===== config.mk =====
export PLATFORM = sky130hd
export DESIGN_NAME = rx_fifo_status_ctrl
export DESIGN_NICKNAME = d
export VERILOG_FILES = /design/src/rtl/rx_fifo_pkg.sv /design/src/rtl/rx_byte_store.sv /design/src/rtl/rx_sticky_flag.sv /design/src/rtl/rx_accept_fsm.sv /design/src/rtl/rx_fifo_status_ctrl.sv
export SDC_FILE = /design/constraint.sdc
export NUM_CORES = 1
export LEC_CHECK = 0
export BUFFER_PORTS_ARGS = -buffer_cell sky130_fd_sc_hd__buf_2
export CAP_MARGIN = 20
export CORE_UTILIZATION = 46
export CTS_CLUSTER_SIZE = 30
export DETAILED_ROUTE_END_ITERATION = 10
export HOLD_SLACK_MARGIN = 0.12
export MAX_ROUTING_LAYER = met4
export PLACE_DENSITY = 0.66
export SLEW_MARGIN = 20
export SYNTH_ARGS = -nofsm -noshare
export SYNTH_HDL_FRONTEND = slang
export SYNTH_SLANG_ARGS = --single-unit

===== constraint.sdc =====
create_clock -name clk -period 8 [get_ports clk]
set_clock_uncertainty 0.2 [all_clocks]
set_input_delay 2 -clock clk [delete_from_list [all_inputs] [get_ports clk]]
set_output_delay 2 -clock clk [all_outputs]
set_load 0.02 [all_outputs]

===== src/rtl/rx_fifo_pkg.sv =====
package rx_fifo_pkg;

    typedef enum logic [1:0] {
        ST_IDLE = 2'd0,
        ST_RUN  = 2'd1,
        ST_HALT = 2'd2
    } rx_state_t;

    typedef enum logic [1:0] {
        TRIG_1  = 2'd0,
        TRIG_4  = 2'd1,
        TRIG_8  = 2'd2,
        TRIG_14 = 2'd3
    } trig_code_t;

    function automatic int unsigned trig_level(input logic [1:0] code);
        int unsigned lvl;
        unique case (code)
            TRIG_1:  lvl = 1;
            TRIG_4:  lvl = 4;
            TRIG_8:  lvl = 8;
            default: lvl = 14;
        endcase
        return lvl;
    endfunction

endpackage


===== src/rtl/rx_byte_store.sv =====
module rx_byte_store #(
    parameter int DEPTH  = 16,
    parameter int DATA_W = 8,
    localparam int PTR_W = $clog2(DEPTH),
    localparam int CNT_W = PTR_W + 1
) (
    input  logic              clk,
    input  logic              rst_n,
    input  logic              push_i,
    input  logic [DATA_W-1:0] push_data_i,
    input  logic              pop_i,
    output logic [DATA_W-1:0] head_o,
    output logic [CNT_W-1:0]  count_o
);

    logic [DATA_W-1:0] mem [DEPTH];
    logic [PTR_W-1:0]  wr_ptr;
    logic [PTR_W-1:0]  rd_ptr;
    logic [CNT_W-1:0]  count_q;

    function automatic logic [PTR_W-1:0] bump(input logic [PTR_W-1:0] p);
        return (p == PTR_W'(DEPTH - 1)) ? '0 : p + 1'b1;
    endfunction

    always_ff @(posedge clk) begin
        if (push_i) begin
            mem[wr_ptr] <= push_data_i;
        end
    end

    always_ff @(posedge clk or negedge rst_n) begin
        if (!rst_n) begin
            wr_ptr  <= '0;
            rd_ptr  <= '0;
            count_q <= '0;
        end else begin
            if (push_i) begin
                wr_ptr <= bump(wr_ptr);
            end
            if (pop_i) begin
                rd_ptr <= bump(rd_ptr);
            end
            unique case ({push_i, pop_i})
                2'b10:   count_q <= count_q + 1'b1;
                2'b01:   count_q <= count_q - 1'b1;
                default: count_q <= count_q;
            endcase
        end
    end

    assign head_o  = mem[rd_ptr];
    assign count_o = count_q;

endmodule


===== src/rtl/rx_sticky_flag.sv =====
module rx_sticky_flag (
    input  logic clk,
    input  logic rst_n,
    input  logic set_i,
    input  logic sw_rd_i,
    input  logic sw_wr_i,
    input  logic sw_wbit_i,
    input  logic hw_clr_i,
    output logic flag_o
);

    logic flag_q;
    logic armed_q;
    logic clr;
    logic flag_d;
    logic armed_d;

    always_comb begin
        clr = hw_clr_i || (sw_wr_i && !sw_wbit_i && armed_q);
        if (set_i) begin
            flag_d = 1'b1;
        end else if (clr) begin
            flag_d = 1'b0;
        end else begin
            flag_d = flag_q;
        end
        if (hw_clr_i || sw_wr_i) begin
            armed_d = 1'b0;
        end else if (sw_rd_i && flag_q) begin
            armed_d = 1'b1;
        end else begin
            armed_d = armed_q;
        end
    end

    always_ff @(posedge clk or negedge rst_n) begin
        if (!rst_n) begin
            flag_q  <= 1'b0;
            armed_q <= 1'b0;
        end else begin
            flag_q  <= flag_d;
            armed_q <= armed_d;
        end
    end

    assign flag_o = flag_q;

endmodule


===== src/rtl/rx_accept_fsm.sv =====
module rx_accept_fsm
    import rx_fifo_pkg::*;
(
    input  logic clk,
    input  logic rst_n,
    input  logic enable_i,
    input  logic byte_valid_i,
    input  logic fifo_full_i,
    input  logic ovr_flag_i,
    output logic accept_o,
    output logic overrun_o
);

    rx_state_t state_q;
    rx_state_t state_d;

    always_ff @(posedge clk or negedge rst_n) begin
        if (!rst_n) begin
            state_q <= ST_IDLE;
        end else begin
            state_q <= state_d;
        end
    end

    always_comb begin
        state_d = state_q;
        unique case (state_q)
            ST_IDLE: begin
                if (enable_i) state_d = ST_RUN;
            end
            ST_RUN: begin
                if (!enable_i) begin
                    state_d = ST_IDLE;
                end else if (byte_valid_i && fifo_full_i) begin
                    state_d = ST_HALT;
                end
            end
            ST_HALT: begin
                if (!ovr_flag_i) state_d = enable_i ? ST_RUN : ST_IDLE;
            end
            default: state_d = ST_IDLE;
        endcase
    end

    always_comb begin
        accept_o  = 1'b0;
        overrun_o = 1'b0;
        unique case (state_q)
            ST_RUN: begin
                accept_o  = enable_i && byte_valid_i && !fifo_full_i;
                overrun_o = enable_i && byte_valid_i && fifo_full_i;
            end
            default: begin
                accept_o  = 1'b0;
                overrun_o = 1'b0;
            end
        endcase
    end

endmodule


===== src/rtl/rx_fifo_status_ctrl.sv =====
module rx_fifo_status_ctrl
    import rx_fifo_pkg::*;
#(
    parameter int DEPTH     = 16,
    parameter int DATA_W    = 8,
    parameter int CNT_OUT_W = 8,
    localparam int CNT_W    = $clog2(DEPTH) + 1,
    localparam int LVL_W    = CNT_W + 1
) (
    input  logic              clk,
    input  logic              rst_n,
    input  logic              rx_enable,
    input  logic              byte_valid,
    input  logic [DATA_W-1:0] byte_data,
    input  logic              cfg_trig_we,
    input  logic [1:0]        cfg_trig_code,
    input  logic              stat_rd,
    input  logic              stat_wr,
    input  logic              stat_wr_full,
    input  logic              stat_wr_ovr,
    input  logic              data_rd,
    input  logic              dma_rd,
    output logic [DATA_W-1:0] rd_data,
    output logic [CNT_OUT_W-1:0] rx_count,
    output logic              full_flag,
    output logic              ovr_flag,
    output logic              rx_irq
);

    logic [CNT_W-1:0]  fifo_cnt;
    logic [DATA_W-1:0] head;
    logic              fifo_full;
    logic              accept;
    logic              overrun;
    logic              pop;
    logic [LVL_W-1:0]  cnt_after;
    logic [LVL_W-1:0]  trig_lvl;
    logic              full_set;
    logic [1:0]        trig_q;
    logic [DATA_W-1:0] rd_data_q;
    logic              irq_q;

    assign fifo_full = (fifo_cnt == CNT_W'(DEPTH));
    assign pop       = (data_rd || dma_rd) && (fifo_cnt != '0);
    assign cnt_after = {1'b0, fifo_cnt} + {{CNT_W{1'b0}}, accept}
                     - {{CNT_W{1'b0}}, pop};
    assign trig_lvl  = LVL_W'(trig_level(trig_q));
    assign full_set  = accept && (cnt_after >= trig_lvl);

    rx_accept_fsm u_fsm (
        .clk          (clk),
        .rst_n        (rst_n),
        .enable_i     (rx_enable),
        .byte_valid_i (byte_valid),
        .fifo_full_i  (fifo_full),
        .ovr_flag_i   (ovr_flag),
        .accept_o     (accept),
        .overrun_o    (overrun)
    );

    rx_byte_store #(.DEPTH(DEPTH), .DATA_W(DATA_W)) u_store (
        .clk         (clk),
        .rst_n       (rst_n),
        .push_i      (accept),
        .push_data_i (byte_data),
        .pop_i       (pop),
        .head_o      (head),
        .count_o     (fifo_cnt)
    );

    rx_sticky_flag u_full (
        .clk       (clk),
        .rst_n     (rst_n),
        .set_i     (full_set),
        .sw_rd_i   (stat_rd),
        .sw_wr_i   (stat_wr),
        .sw_wbit_i (stat_wr_full),
        .hw_clr_i  (dma_rd),
        .flag_o    (full_flag)
    );

    rx_sticky_flag u_ovr (
        .clk       (clk),
        .rst_n     (rst_n),
        .set_i     (overrun),
        .sw_rd_i   (stat_rd),
        .sw_wr_i   (stat_wr),
        .sw_wbit_i (stat_wr_ovr),
        .hw_clr_i  (1'b0),
        .flag_o    (ovr_flag)
    );

    always_ff @(posedge clk or negedge rst_n) begin
        if (!rst_n) begin
            trig_q    <= TRIG_1;
            rd_data_q <= '0;
            irq_q     <= 1'b0;
        end else begin
            if (cfg_trig_we) trig_q <= cfg_trig_code;
            if (pop) rd_data_q <= head;
            irq_q <= full_set && !full_flag;
        end
    end

    assign rd_data  = rd_data_q;
    assign rx_count = CNT_OUT_W'(fifo_cnt);
    assign rx_irq   = irq_q;

endmodule


======== Word level (Yosys, flattened, before mapping) ========
Memory sizes are Yosys's and may differ from the RTL's. A register that Yosys moved wholly into a read port is not among the register bits.
Index checks and enable logic that the tools add are counted.
W data, S select, Z words.
storage, ports and cells
  register bits ........................... 22
  memory bits (writable) .................. 128
  input bits .............................. 21
  output and inout bits ................... 19
  logic and storage cells ................. 82
  memories kept ........................... 1
operators by class
  add/sub/neg operators ................... 6
  $lt $le $gt $ge ......................... 1
  equal/unequal tests ..................... 12
  mux-type cells .......................... 22
  reduce and logical (&&, ||, !) cells .... 30
memory list
  memory       depth  width  rd ports  clocked after Yosys merged registers in  write ports  line                 RTL
  u_store.mem  16     8      1         1                                        1            rx_byte_store.sv:16  logic [DATA_W-1:0] mem [DEPTH];
operators by type and width
  kind                   count
  $logic_and A1 B1 Y1    13
  $mux W1                13
  $pmux W4 S3            1
  $pmux W5 S2            1
  $reduce_bool A2 Y1     5
  $add A4 B1 Y4 const B  2
  $eq A4 B4 Y1 const B   2
  $mux W2                4
  $mux W4                2
  $add A5 B1 Y6          1
  $eq A2 B1 Y1 const B   3
  $eq A2 B2 Y1 const B   3
  $ge A6 B6 Y1           1
  $pmux W2 S3            1
  $sub A6 B1 Y6          1
  $add A5 B1 Y5 const B  1
  $eq A5 B5 Y1 const B   1
  $logic_not A1 Y1       5
  $reduce_bool A5 Y1     1
  $sub A5 B1 Y5 const B  1
  $logic_not A2 Y1       2
  $ne A2 B2 Y1 const B   2
  $logic_or A1 B1 Y1     3
  $ne A3 B2 Y1 const B   1
  $reduce_and A3 Y1      1

======== Logic depth before layout (Yosys ltp) ========
Gate-level depths: netlist of the first run.
  depth after elaboration ................. 9
  mapped depth ............................ 14
  mapped depth without buffers ............ 13

======== Hierarchy ========
A second synthesis of the first run with hierarchy kept.
unflattened totals
  cells, all modules ...................... 403
  area, all modules ....................... 6819.0 um^2
by module, submodules not included
  module               instances  cells an instance  area an instance (um^2)  seq. area each (um^2)
  rx_byte_store        1          300                5744.3                   4169.0
  rx_fifo_status_ctrl  1          78                 795.8                    275.3
  rx_sticky_flag       2          7                  80.1                     50.0
  rx_accept_fsm        1          11                 118.9                    50.0

======== Worst setup path after synthesis of the first run ========
Ideal clock, no wire load.
  kind .................................... input-to-reg
  start point ............................. in dma_rd
  end point ............................... reg u_full.flag_q, in the netlist u_full.flag_o
  setup time .............................. 142 ps
  arrival time ............................ 4364 ps
  required time ........................... 7658 ps
  slack ................................... 3295 ps
  cell stages on the path ................. 12
  buffers on the path ..................... 1
  path through ............................ nor2_1 -> a41oi_1 -> clkbuf_1 -> ha_1 -> inv_1 -> ha_1 -> fa_1 -> ha_1 -> a21o_1 -> a21o_1 -> a21oi_1 -> a41oi_1
on the way
  cells in the longest elaborated chain, start to end .. 6
  elaborated cells between the ends (all ways) .. 8
  classes of those cells .................. add/sub (1); order compare (1); mux (1); reduce/logical (5)
RTL lines
  what                                                  line                       RTL
  start, declared                                       rx_fifo_status_ctrl.sv:22  input logic dma_rd,
  $logic_or A1 B1 Y1 (*)                                rx_fifo_status_ctrl.sv:44  assign pop = (data_rd || dma_rd) && (fifo_cnt != '0);
  $logic_and A1 B1 Y1 (*)                               rx_fifo_status_ctrl.sv:44
  via pop                                               rx_fifo_status_ctrl.sv:35  logic pop;
  $sub A6 B1 Y6 (*)                                     rx_fifo_status_ctrl.sv:46  - {{CNT_W{1'b0}}, pop};
  $ge A6 B6 Y1 (*)                                      rx_fifo_status_ctrl.sv:48  assign full_set = accept && (cnt_after >= trig_lvl);
  $logic_and A1 B1 Y1 (*)                               rx_fifo_status_ctrl.sv:48
  $mux W1 / $reduce_bool A2 Y1 (equally long branches)  n/a
  end signal, assigned                                  rx_sticky_flag.sv:41       flag_q <= flag_d;
  end, declared                                         rx_sticky_flag.sv:12       logic flag_q;
Mark *: on every way through the listed nets, which the timed path passes. The rest lies on a longest branch.
A chain may end at the register's enable or synchronous reset.

======== Final worst setup path of the first run ========
  start point ............................. in dma_rd
  end point ............................... reg u_full.flag_q, in the netlist u_full.flag_o
on the way
  cells in the longest elaborated chain, start to end .. 6
  elaborated cells between the ends (all ways) .. 8
  classes of those cells .................. add/sub (1); order compare (1); mux (1); reduce/logical (5)
RTL lines
  what                                                  line
  $logic_or A1 B1 Y1                                    rx_fifo_status_ctrl.sv:44
  $logic_and A1 B1 Y1                                   rx_fifo_status_ctrl.sv:44
  $sub A6 B1 Y6                                         rx_fifo_status_ctrl.sv:46
  $ge A6 B6 Y1                                          rx_fifo_status_ctrl.sv:48
  $logic_and A1 B1 Y1                                   rx_fifo_status_ctrl.sv:48
  $mux W1 / $reduce_bool A2 Y1 (equally long branches)  n/a
Several ways; a longest one is shown, not always the timed one.

==> results of run 1 <==
==> kinds of logic (layout without fill, tap and decap cells) <==
family / after synthesis / count (layout)
DFF: 158 / 158
and+or+nand+nor: 65 / 65
AOI/OAI and AO/OA: 60 / 60
muxes: 42 / 42
buffers and inverters: 34 / 87
adders and majority gates: 23 / 23
xor gates and xnor gates: 10 / 10
other: 1 / 3
==> sequential cells by signal, indices dropped and copies added, names as in the netlist <==
register / flops
rd_data: 8
rx_irq: 1
trig_q: 2
u_fsm.state_q: 2
u_full.armed_q: 1
u_full.flag_o: 1
u_ovr.armed_q: 1
u_ovr.flag_o: 1
u_store.count_o: 5
u_store.mem: 128
u_store.rd_ptr: 4
u_store.wr_ptr: 4
==> cell usage after synthesis <==
cell	number	area [µm²]
a211oi_1	9	67.6
a21o_1	4	30.0
a21oi_1	18	90.1
a311oi_1	1	8.76
a31oi_1	2	12.5
a41oi_1	2	17.5
and2_0	1	6.26
and2_1	16	100
and3_1	1	6.26
and4b_1	1	10.0
and4bb_1	1	12.5
buf_2	6	30.0
buf_4	3	22.5
buf_6	3	33.8
clkbuf_1	6	22.5
conb_1	1	3.75
dfrtp_1	30	751
edfxtp_1	128	3840
fa_1	2	40.0
ha_1	21	263
inv_1	14	52.6
inv_2	2	7.51
mux2_1	1	11.3
mux2_2	9	101
mux4_2	32	721
nand2_1	16	60.1
nand2b_1	2	12.5
nand3_1	3	15.0
nand3b_1	1	7.51
nand4_1	1	6.26
nor2_1	8	30.0
nor2b_1	10	62.6
nor3_1	2	10.0
nor3b_1	1	7.51
o21a_1	1	7.51
o21ai_0	9	45.0
o21ai_1	4	20.0
o22ai_1	8	50.1
o31ai_1	1	7.51
o41ai_1	1	8.76
or3b_1	1	8.76
xnor2_1	5	43.8
xor2_1	5	43.8
==> worst max-delay path: stages <==
cell     delay [ns]
buf_2          0.11
nor2_1         0.06
a41oi_2        0.14
buf_4          0.28
ha_1           0.28
inv_1          0.07
ha_1           0.16
fa_1           0.41
ha_1           0.28
a21o_1         0.16
a21o_1         0.17
a21oi_1        0.18
a41oi_1        0.13
==> per-stage QoR <==
| stage | hold slack, ns | worst slack, ns |
|---|---|---|
| 3_5_place_dp | 0.280 | 3.23 |
| 2_1_floorplan | 0.263 | 3.29 |
| 4_1_cts | 0.287 | 3.66 |
| 6_report | 0.286 | 3.66 |
| 5_1_grt | 0.304 | 3.45 |
| 3_3_place_gp | 0.268 | 3.27 |
==> routing by layer <==
layer / part of all wire (%) / track usage (%)
met5: 0 / -
met4: 1.4 / 8.23
met3: 5.2 / 4.41
met2: 49 / 30.6
met1: 44 / 25.6
==> worst max path at each step <==
stage          depth (start not counted)            end    from
6_report                              13  u_full.flag_o  dma_rd
5_1_grt                               13  u_full.flag_o  dma_rd
4_1_cts                               13  u_full.flag_o  dma_rd
3_5_place_dp                          13  u_full.flag_o  dma_rd
3_3_place_gp                          13  u_full.flag_o  dma_rd
2_1_floorplan                         12  u_full.flag_o  dma_rd
==> power breakdown <==
part	internal (µW)	switching [µW]	total (µW)
clock	461	325	786
sequential	968	88.7	1060
combinational	408	462	870
==> layout make-up <==
type,count,share of cell area [%]
clock buffer,19,5.68
clock inverter,13,1.84
inverter,16,0.788
multi-input combinational,203,25.8
sequential,158,60.3
tap,180,2.96
timing repair buffer,39,2.66
==> summary.txt, run 1 <==
Clock tree from TritonCTS = done
Endpoint of the worst-slack reg-to-reg timing path = u_full.flag_o
Most common cell after layout, fill and taps aside = edfxtp_1
Cell area after layout = 7620 µm²
TritonCTS Buffers = 17
Die X = 123 µm
Complex-gate fraction of the synthesized area = 5.44%
VDD IR-drop max = 0.154 mV
Fill cells = 1121
F_max = 230 MHz
Number of DRC violations after detailed routing = 0
Highest net fanout along the worst path = 23
Worst r2r path cells = 13
Number of stages on the worst hold path = 1
Count of cells resized by post-cts repair = 0
Sort of element at the start of the critical path = input pin
Routed length per placed instance = 20.6 µm
Clock Pin Slew Worst Setup and Hold Paths = 0.06 ns
Combinational family with the most area after synthesis = multiplexers
Number of cell rows = 43
Multiplexer share of the synthesized area = 12.4%
Vias in the first global route = 3575
Power density over the cells = 356 nW/µm²
Transition time at the pin with the least slew margin = 0.997 ns
Footprint of the multi-input gates = 1960 µm²
Routed via count = 3555
Utilization of the core after routing = 54.3%
Avg Inst Size Synth = 17.1 µm²
Pin count of the biggest net entering global routing = 38
Arrival time at the worst endpoint = 4.43 ns
Post-place instance area = 7050 µm²
Final worst path period need = 4.34 ns
Required time of the worst setup path = 8.09 ns
Rel. slew slack = 33.6%
GRT Overall Usage = 19.9%
# IOs = 40
Final setup TNS = 0 ns
DIE HEIGHT = 123 µm
Max-Cap Viols = 0
Worst min-delay path category = reg2reg
Number of H-tree branching levels = 4
Die ar. = 15100 µm²
Synth Area in XOR/XNOR = 1.30%
Antenna diodes = 0
Clock latency on the worst-skew pair = 0.43 ns
Number of vias per cell = 5.66
Count of input and output buffers = 36
Worst Hold End = rx_irq
Layout-stage area growth over the synthesis result = 13.5%
Hold Path Origin = u_full.flag_o
Wire length of the first global-routing pass = 20200 µm
Core Region = 14000 µm²
Adder-cell area share of the yosys netlist = 4.51%
Register-to-register path setup slack = 4.60 ns
Number of hold violations in the final report = 0
Synth Cell Area = 6710 µm²
Number of iterations in the first detailed-routing pass = 4
Root Driver = clkbuf_16
Period utilization = 54.2%
Sink Count = 158
Reg area = 4600 µm²
Worst R2R Start = u_store.count_o[2]
Number of register bits inferred by synthesis = 158
Tot Pwr = 2710 µW
Unrepaired setup endpoints after global routing = false
Gpl congestion = 0.817
DRC marker count from the first detailed-route iteration = 182
CTS Hold Bufs = 0
Pleak = 0.00274 µW
Maximum count of clock buffers along a single path = 2
Number of standard cells after synthesis = 393
Number of warnings issued by yosys = 0
Start-to-end type of the worst setup path = in2reg
Overflow left after global routing = 0
Starting density of the core = 47.8%
Area fraction in and, or, nand and nor cells after synthesis = 5.29%
Number of buffers added for setup after CTS = 0
Total wire length = 13000 µm
Antenna violations before repair = 0
Antenna Violating Nets Remaining = 0
Number of pins with negative max-slew slack in the final report = 0
Share of final-layout standard cells stronger than drive strength 1 = 25.2%
Most used cells in the layout excluding fill and tap cells = 128 x edfxtp_1, 36 x buf_2, 32 x mux4_2
Count of unique library cells instantiated by Yosys = 43
Final setup violating endpoints = 0
Placed wire-length estimate after detailed placement = 8390 µm
Cell count after placement = 596
Element type at the critical path end = register
Final nets = 479
Seq/Total Area, Yosys = 68.5%
Final cell count without fillers = 628
Status = complete, no violations
Note: power is estimated with default switching activity, not from simulation.
==> run 2: changes to the inputs <==
clock period = 4 ns   (was 8 ns; I/O delays follow)
==> summary.txt, run 2 (synthesis results as in run 1) <==
Number of DRC violations after detailed routing = 0
Switching part of the total = 32.3%
Period utilization = 84.2%
Share of total power in the clock network = 28.0%
Final setup TNS = 0 ns
Final worst path period need = 3.37 ns
Routed length per placed instance = 20.7 µm
Sink Count = 158
Pin count of the biggest net entering global routing = 31
Die X = 123 µm
Number of hold violations in the final report = 0
Utilization of the core after routing = 54.2%
Flip-flop count of the largest register after layout = 128
Hold slack final = 0.302 ns
Number of iterations in the first detailed-routing pass = 5
Endpoint of the most critical setup path = u_full.flag_o
Number of H-tree branching levels = 4
Most used cells in the layout excluding fill and tap cells = 128 x edfxtp_1, 36 x buf_2, 32 x mux4_2
Arrival time at the worst endpoint = 3.45 ns
Comb pwr share = 32.2%
Top reg by flops = u_store.mem
Cell repeated most along the worst path = ha_1
Clock tree from TritonCTS = done
Wire length of the first global-routing pass = 20700 µm
Vias in the first global route = 3601
Clock Pin Slew Worst Setup and Hold Paths = 0.06 ns
Layout-stage area growth over the synthesis result = 13.5%
Share of total power in sequential cells = 39.8%
Worst r2r path cells = 12
Element type at the critical path end = register
Number of cell rows = 43
Register-to-register path setup slack = 0.63 ns
Largest stage delay on the critical path = 0.45 ns
Number of vias per cell = 5.53
CTS Hold Bufs = 0
Routed via count = 3487
Final setup violating endpoints = 0
Max-Cap Viols = 0
Worst-path cell chain = inv_1 > ha_1 > and4bb_1 > nand2b_1 > inv_2 > ha_1 > fa_1 > xor2_1 > ha_1 > a21o_1 > a21oi_1 > a41oi_1
Starting density of the core = 47.8%
Most common cell after layout, fill and taps aside = edfxtp_1
Endpoint of the worst-slack reg-to-reg timing path = u_full.flag_o
DRC marker count from the first detailed-route iteration = 224
VDD IR-drop max = 0.315 mV
Total wire length = 13100 µm
Number of pins with negative max-slew slack in the final report = 0
Transition time at the pin with the least slew margin = 0.914 ns
Number of buffers added for setup after CTS = 0
Antenna diodes = 0
Count of cells resized by post-cts repair = 0
Gpl congestion = 0.770
Beginning of the critical path = u_store.count_o[3]
Post-place instance area = 7060 µm²
Global routing usage on met3 = 3.90%
TritonCTS Buffers = 17
F_max = 297 MHz
Cell area after layout = 7620 µm²
Worst min-delay path category = reg2reg
Category of cells accounting for the largest share of critical-path delay = adder cells
Clock latency on the worst-skew pair = 0.42 ns
Pleak = 0.00273 µW
Unrepaired setup endpoints after global routing = false
Placed wire-length estimate after detailed placement = 8750 µm
WP depth = 12
Max stage delay cell, worst path = dfrtp_1
Required time of the worst setup path = 4.08 ns
Power density over the cells = 709 nW/µm²
Antenna Violating Nets Remaining = 0
Crit path buf inv count = 2
Worst R2R Start = u_store.count_o[3]
Final nets = 481
Die ar. = 15100 µm²
Highest net fanout along the worst path = 9
Status = complete, no violations
Cell-internal power = 3650 µW
Routing layer with the top usage in global route = met2
Share of final-layout standard cells stronger than drive strength 1 = 25.3%
Rel. slew slack = 39.0%
DIE HEIGHT = 123 µm
Core Region = 14000 µm²
Tot Pwr = 5400 µW
Met1 layer usage reported by global route = 27.2%
Start-to-end type of the worst setup path = reg2reg
Maximum count of clock buffers along a single path = 2
Root Driver = clkbuf_16
Antenna violations before repair = 0
Power dissipated by switching net loads = 1740 µW
Overflow left after global routing = 0
Count of input and output buffers = 36
# IOs = 40
Sort of element at the start of the critical path = register
Routing usage on met2 = 30.4%
GRT Overall Usage = 20.1%
## run 2: cell count changes in the layout (fill, tap and decap cells not counted), sizes merged
cell,before,now
inv,20,17
bufinv,2,1
clkinv,5,3
buf,39,41
clkbuf,19,23
clkinvlp,2,4
## run 2: worst min path at each step
stage                        startpoint       endpoint  slack (ns)  cells past startpoint
after floorplan           u_ovr.armed_q  u_ovr.armed_q        0.26                      2
after global placement    u_full.flag_o         rx_irq        0.27                      1
after detailed placement  u_ovr.armed_q  u_ovr.armed_q        0.30                      2
after CTS                 u_ovr.armed_q  u_ovr.armed_q        0.31                      2
after global routing      u_full.flag_o         rx_irq        0.35                      1
final                     u_ovr.armed_q  u_ovr.armed_q        0.30                      2
## run 2: area by class of cell
class	count	area [µm²]
clock inverters	9	87.6
flip-flops and latches	158	4600
repair buffers	41	218
inverters	16	60.1
clock buffers	23	468
multi-input cells	203	1960
well taps	180	225
fillers	1137	6420
## run 2: routing by layer
| metal | up-vias | routed length [µm] |
|---|---|---|
| li1 | 1606 | - |
| met1 | 1792 | 5870 |
| met2 | 85 | 6410 |
| met3 | 4 | 709 |
| met4 | 0 | 64 |
| met5 | - | 0 |
## run 2: tightest hold or removal path: stages, from the launching register on
cell	delay (ns)
dfrtp_1	0.34
a21oi_1	0.05
nor2_1	0.07
## run 2: through the flow
step / std cells / setup WS (ns)
6_report: 630 / 0.632
2_1_floorplan: 395 / 0.295
5_1_grt: 630 / 0.396
3_3_place_gp: 598 / 0.450
3_5_place_dp: 598 / 0.422
4_1_cts: 630 / 0.631
## run 2: power by group through the flow
stage / sequential [µW] / clock [µW] / combinational (µW)
after floorplan: 2160 / 0 / 1320
after global placement: 2180 / 0 / 1730
after detailed placement: 2190 / 0 / 1750
after CTS: 2150 / 1530 / 1770
after global routing: 2180 / 1610 / 1930
final: 2150 / 1510 / 1740
==> run 3: changes to the inputs <==
clock period = 3.2 ns   (was 4 ns; I/O delays follow)
==> summary.txt, run 3 (synthesis results as in run 1) <==
Antenna Violating Nets Remaining = 0
Worst slack at placement = -0.0599 ns
Final nets = 494
Share of final-layout standard cells stronger than drive strength 1 = 30.0%
Endpoint of the worst-slack reg-to-reg timing path = u_full.flag_o
Count of input and output buffers = 36
Post-place instance area = 7190 µm²
Largest stage delay on the critical path = 0.53 ns
Maximum count of clock buffers along a single path = 2
Pleak = 0.00281 µW
Arrival time at the worst endpoint = 3.10 ns
Core Region = 14000 µm²
Share of total power in sequential cells = 39.4%
Vias in the first global route = 3674
Flip-flop count of the largest register after layout = 128
Power density over the cells = 892 nW/µm²
Number of H-tree branching levels = 4
Highest net fanout along the worst path = 2
Sort of element at the start of the critical path = register
Pin count of the biggest net entering global routing = 31
Number of vias per cell = 5.54
Starting density of the core = 47.8%
Status = complete, no violations
Number of cell rows = 43
Number of hold violations in the final report = 0
Power dissipated by switching net loads = 2230 µW
Die X = 123 µm
Placed wire-length estimate after detailed placement = 8530 µm
Routed via count = 3560
Clock latency on the worst-skew pair = 0.42 ns
VDD IR-drop max = 0.418 mV
Gpl congestion = 0.877
Root Driver = clkbuf_16
Number of pins with negative max-slew slack in the final report = 0
Start-to-end type of the worst setup path = reg2reg
Wire length of the first global-routing pass = 20200 µm
GRT Overall Usage = 19.7%
Most common cell after layout, fill and taps aside = edfxtp_1
Antenna violations before repair = 0
Worst r2r path cells = 12
Final worst path period need = 3.02 ns
Antenna diodes = 0
Most used cells in the layout excluding fill and tap cells = 128 x edfxtp_1, 36 x buf_2, 32 x mux4_2
Share of total power in the clock network = 27.3%
Hold slack final = 0.234 ns
Switching part of the total = 32.2%
Max stage delay cell, worst path = fa_2
Overflow left after global routing = 0
Element type at the critical path end = register
Register-to-register path setup slack = 0.18 ns
# IOs = 40
Setup WS post-layout = 0.177 ns
Worst R2R Start = u_store.count_o[3]
Worst min-delay path category = in2async
Number of DRC violations after detailed routing = 0
DRC marker count from the first detailed-route iteration = 255
Fill cells = 1083
Total wire length = 12900 µm
Unrepaired setup endpoints after global routing = false
Cell area after layout = 7780 µm²
Layout-stage area growth over the synthesis result = 15.9%
Final setup violating endpoints = 0
Required time of the worst setup path = 3.28 ns
Top reg by flops = u_store.mem
Category of cells accounting for the largest share of critical-path delay = adder cells
CTS Hold Bufs = 0
Clock tree from TritonCTS = done
Rel. slew slack = 51.0%
Period utilization = 94.5%
Worst-path cell chain = inv_1 > ha_2 > a41oi_2 > ha_4 > inv_2 > ha_4 > fa_2 > ha_1 > a21o_1 > a21o_1 > a21oi_2 > a41oi_1
Cell-internal power = 4700 µW
Die ar. = 15100 µm²
F_max = 331 MHz
Crit path buf inv count = 2
Number of iterations in the first detailed-routing pass = 4
Beginning of the critical path = u_store.count_o[3]
Comb pwr share = 33.3%
DIE HEIGHT = 123 µm
Max-Cap Viols = 0
Sink Count = 158
Clock Pin Slew Worst Setup and Hold Paths = 0.06 ns
Routed length per placed instance = 20.0 µm
Transition time at the pin with the least slew margin = 0.734 ns
TritonCTS Buffers = 17
## run 3: through the flow
step	power (µW)	cells	utilization, %	TNS (ns)
after global placement	5040	609	51.2	-0.00503
after CTS	7010	641	55.2	0
after floorplan	4400	395	-	0
after detailed placement	5110	609	51.2	-0.101
after global routing	7350	643	55.4	0
final	6940	643	55.4	0
## run 3: repair_timing
action / 4_1_cts / 5_1_grt
setup buffers: 0 / 2
endpoints found under the setup margin: 0 / 3
resized for setup: 0 / 4
## run 3: power groups by stage
stage	registers [µW]	logic [µW]	clock network [µW]
4_1_cts	2750	2330	1930
3_5_place_dp	2790	2320	0
6_report	2730	2310	1890
5_1_grt	2780	2550	2010
2_1_floorplan	2700	1700	0
3_3_place_gp	2780	2260	0
## run 3: worst max-delay path by stage
stage                               end  slack, ns  depth (start not counted)
after floorplan           u_full.flag_o       0.02                         13
after global placement    u_full.flag_o     -0.005                         12
after detailed placement  u_full.flag_o      -0.06                         12
after CTS                 u_full.flag_o       0.06                         14
after global routing      u_full.flag_o       0.01                         14
final                     u_full.flag_o       0.18                         12
## run 3: cell type report
type / count / area, µm² / area share [%]
clock buffers: 23 / 478 / 6.14
clock inverters: 9 / 83.8 / 1.08
inverters: 16 / 60.1 / 0.772
multi-input cells: 203 / 2010 / 25.8
flip-flops and latches: 158 / 4600 / 59.1
well taps: 180 / 225 / 2.89
repair buffers: 54 / 328 / 4.21
## run 3: per-layer routing
layer	routed length, µm	up-vias	track usage (%)
li1	-	1639	-
met1	5590	1826	24.4
met2	6510	75	31.4
met3	521	20	4.14
met4	266	0	8.77
met5	0	-	-
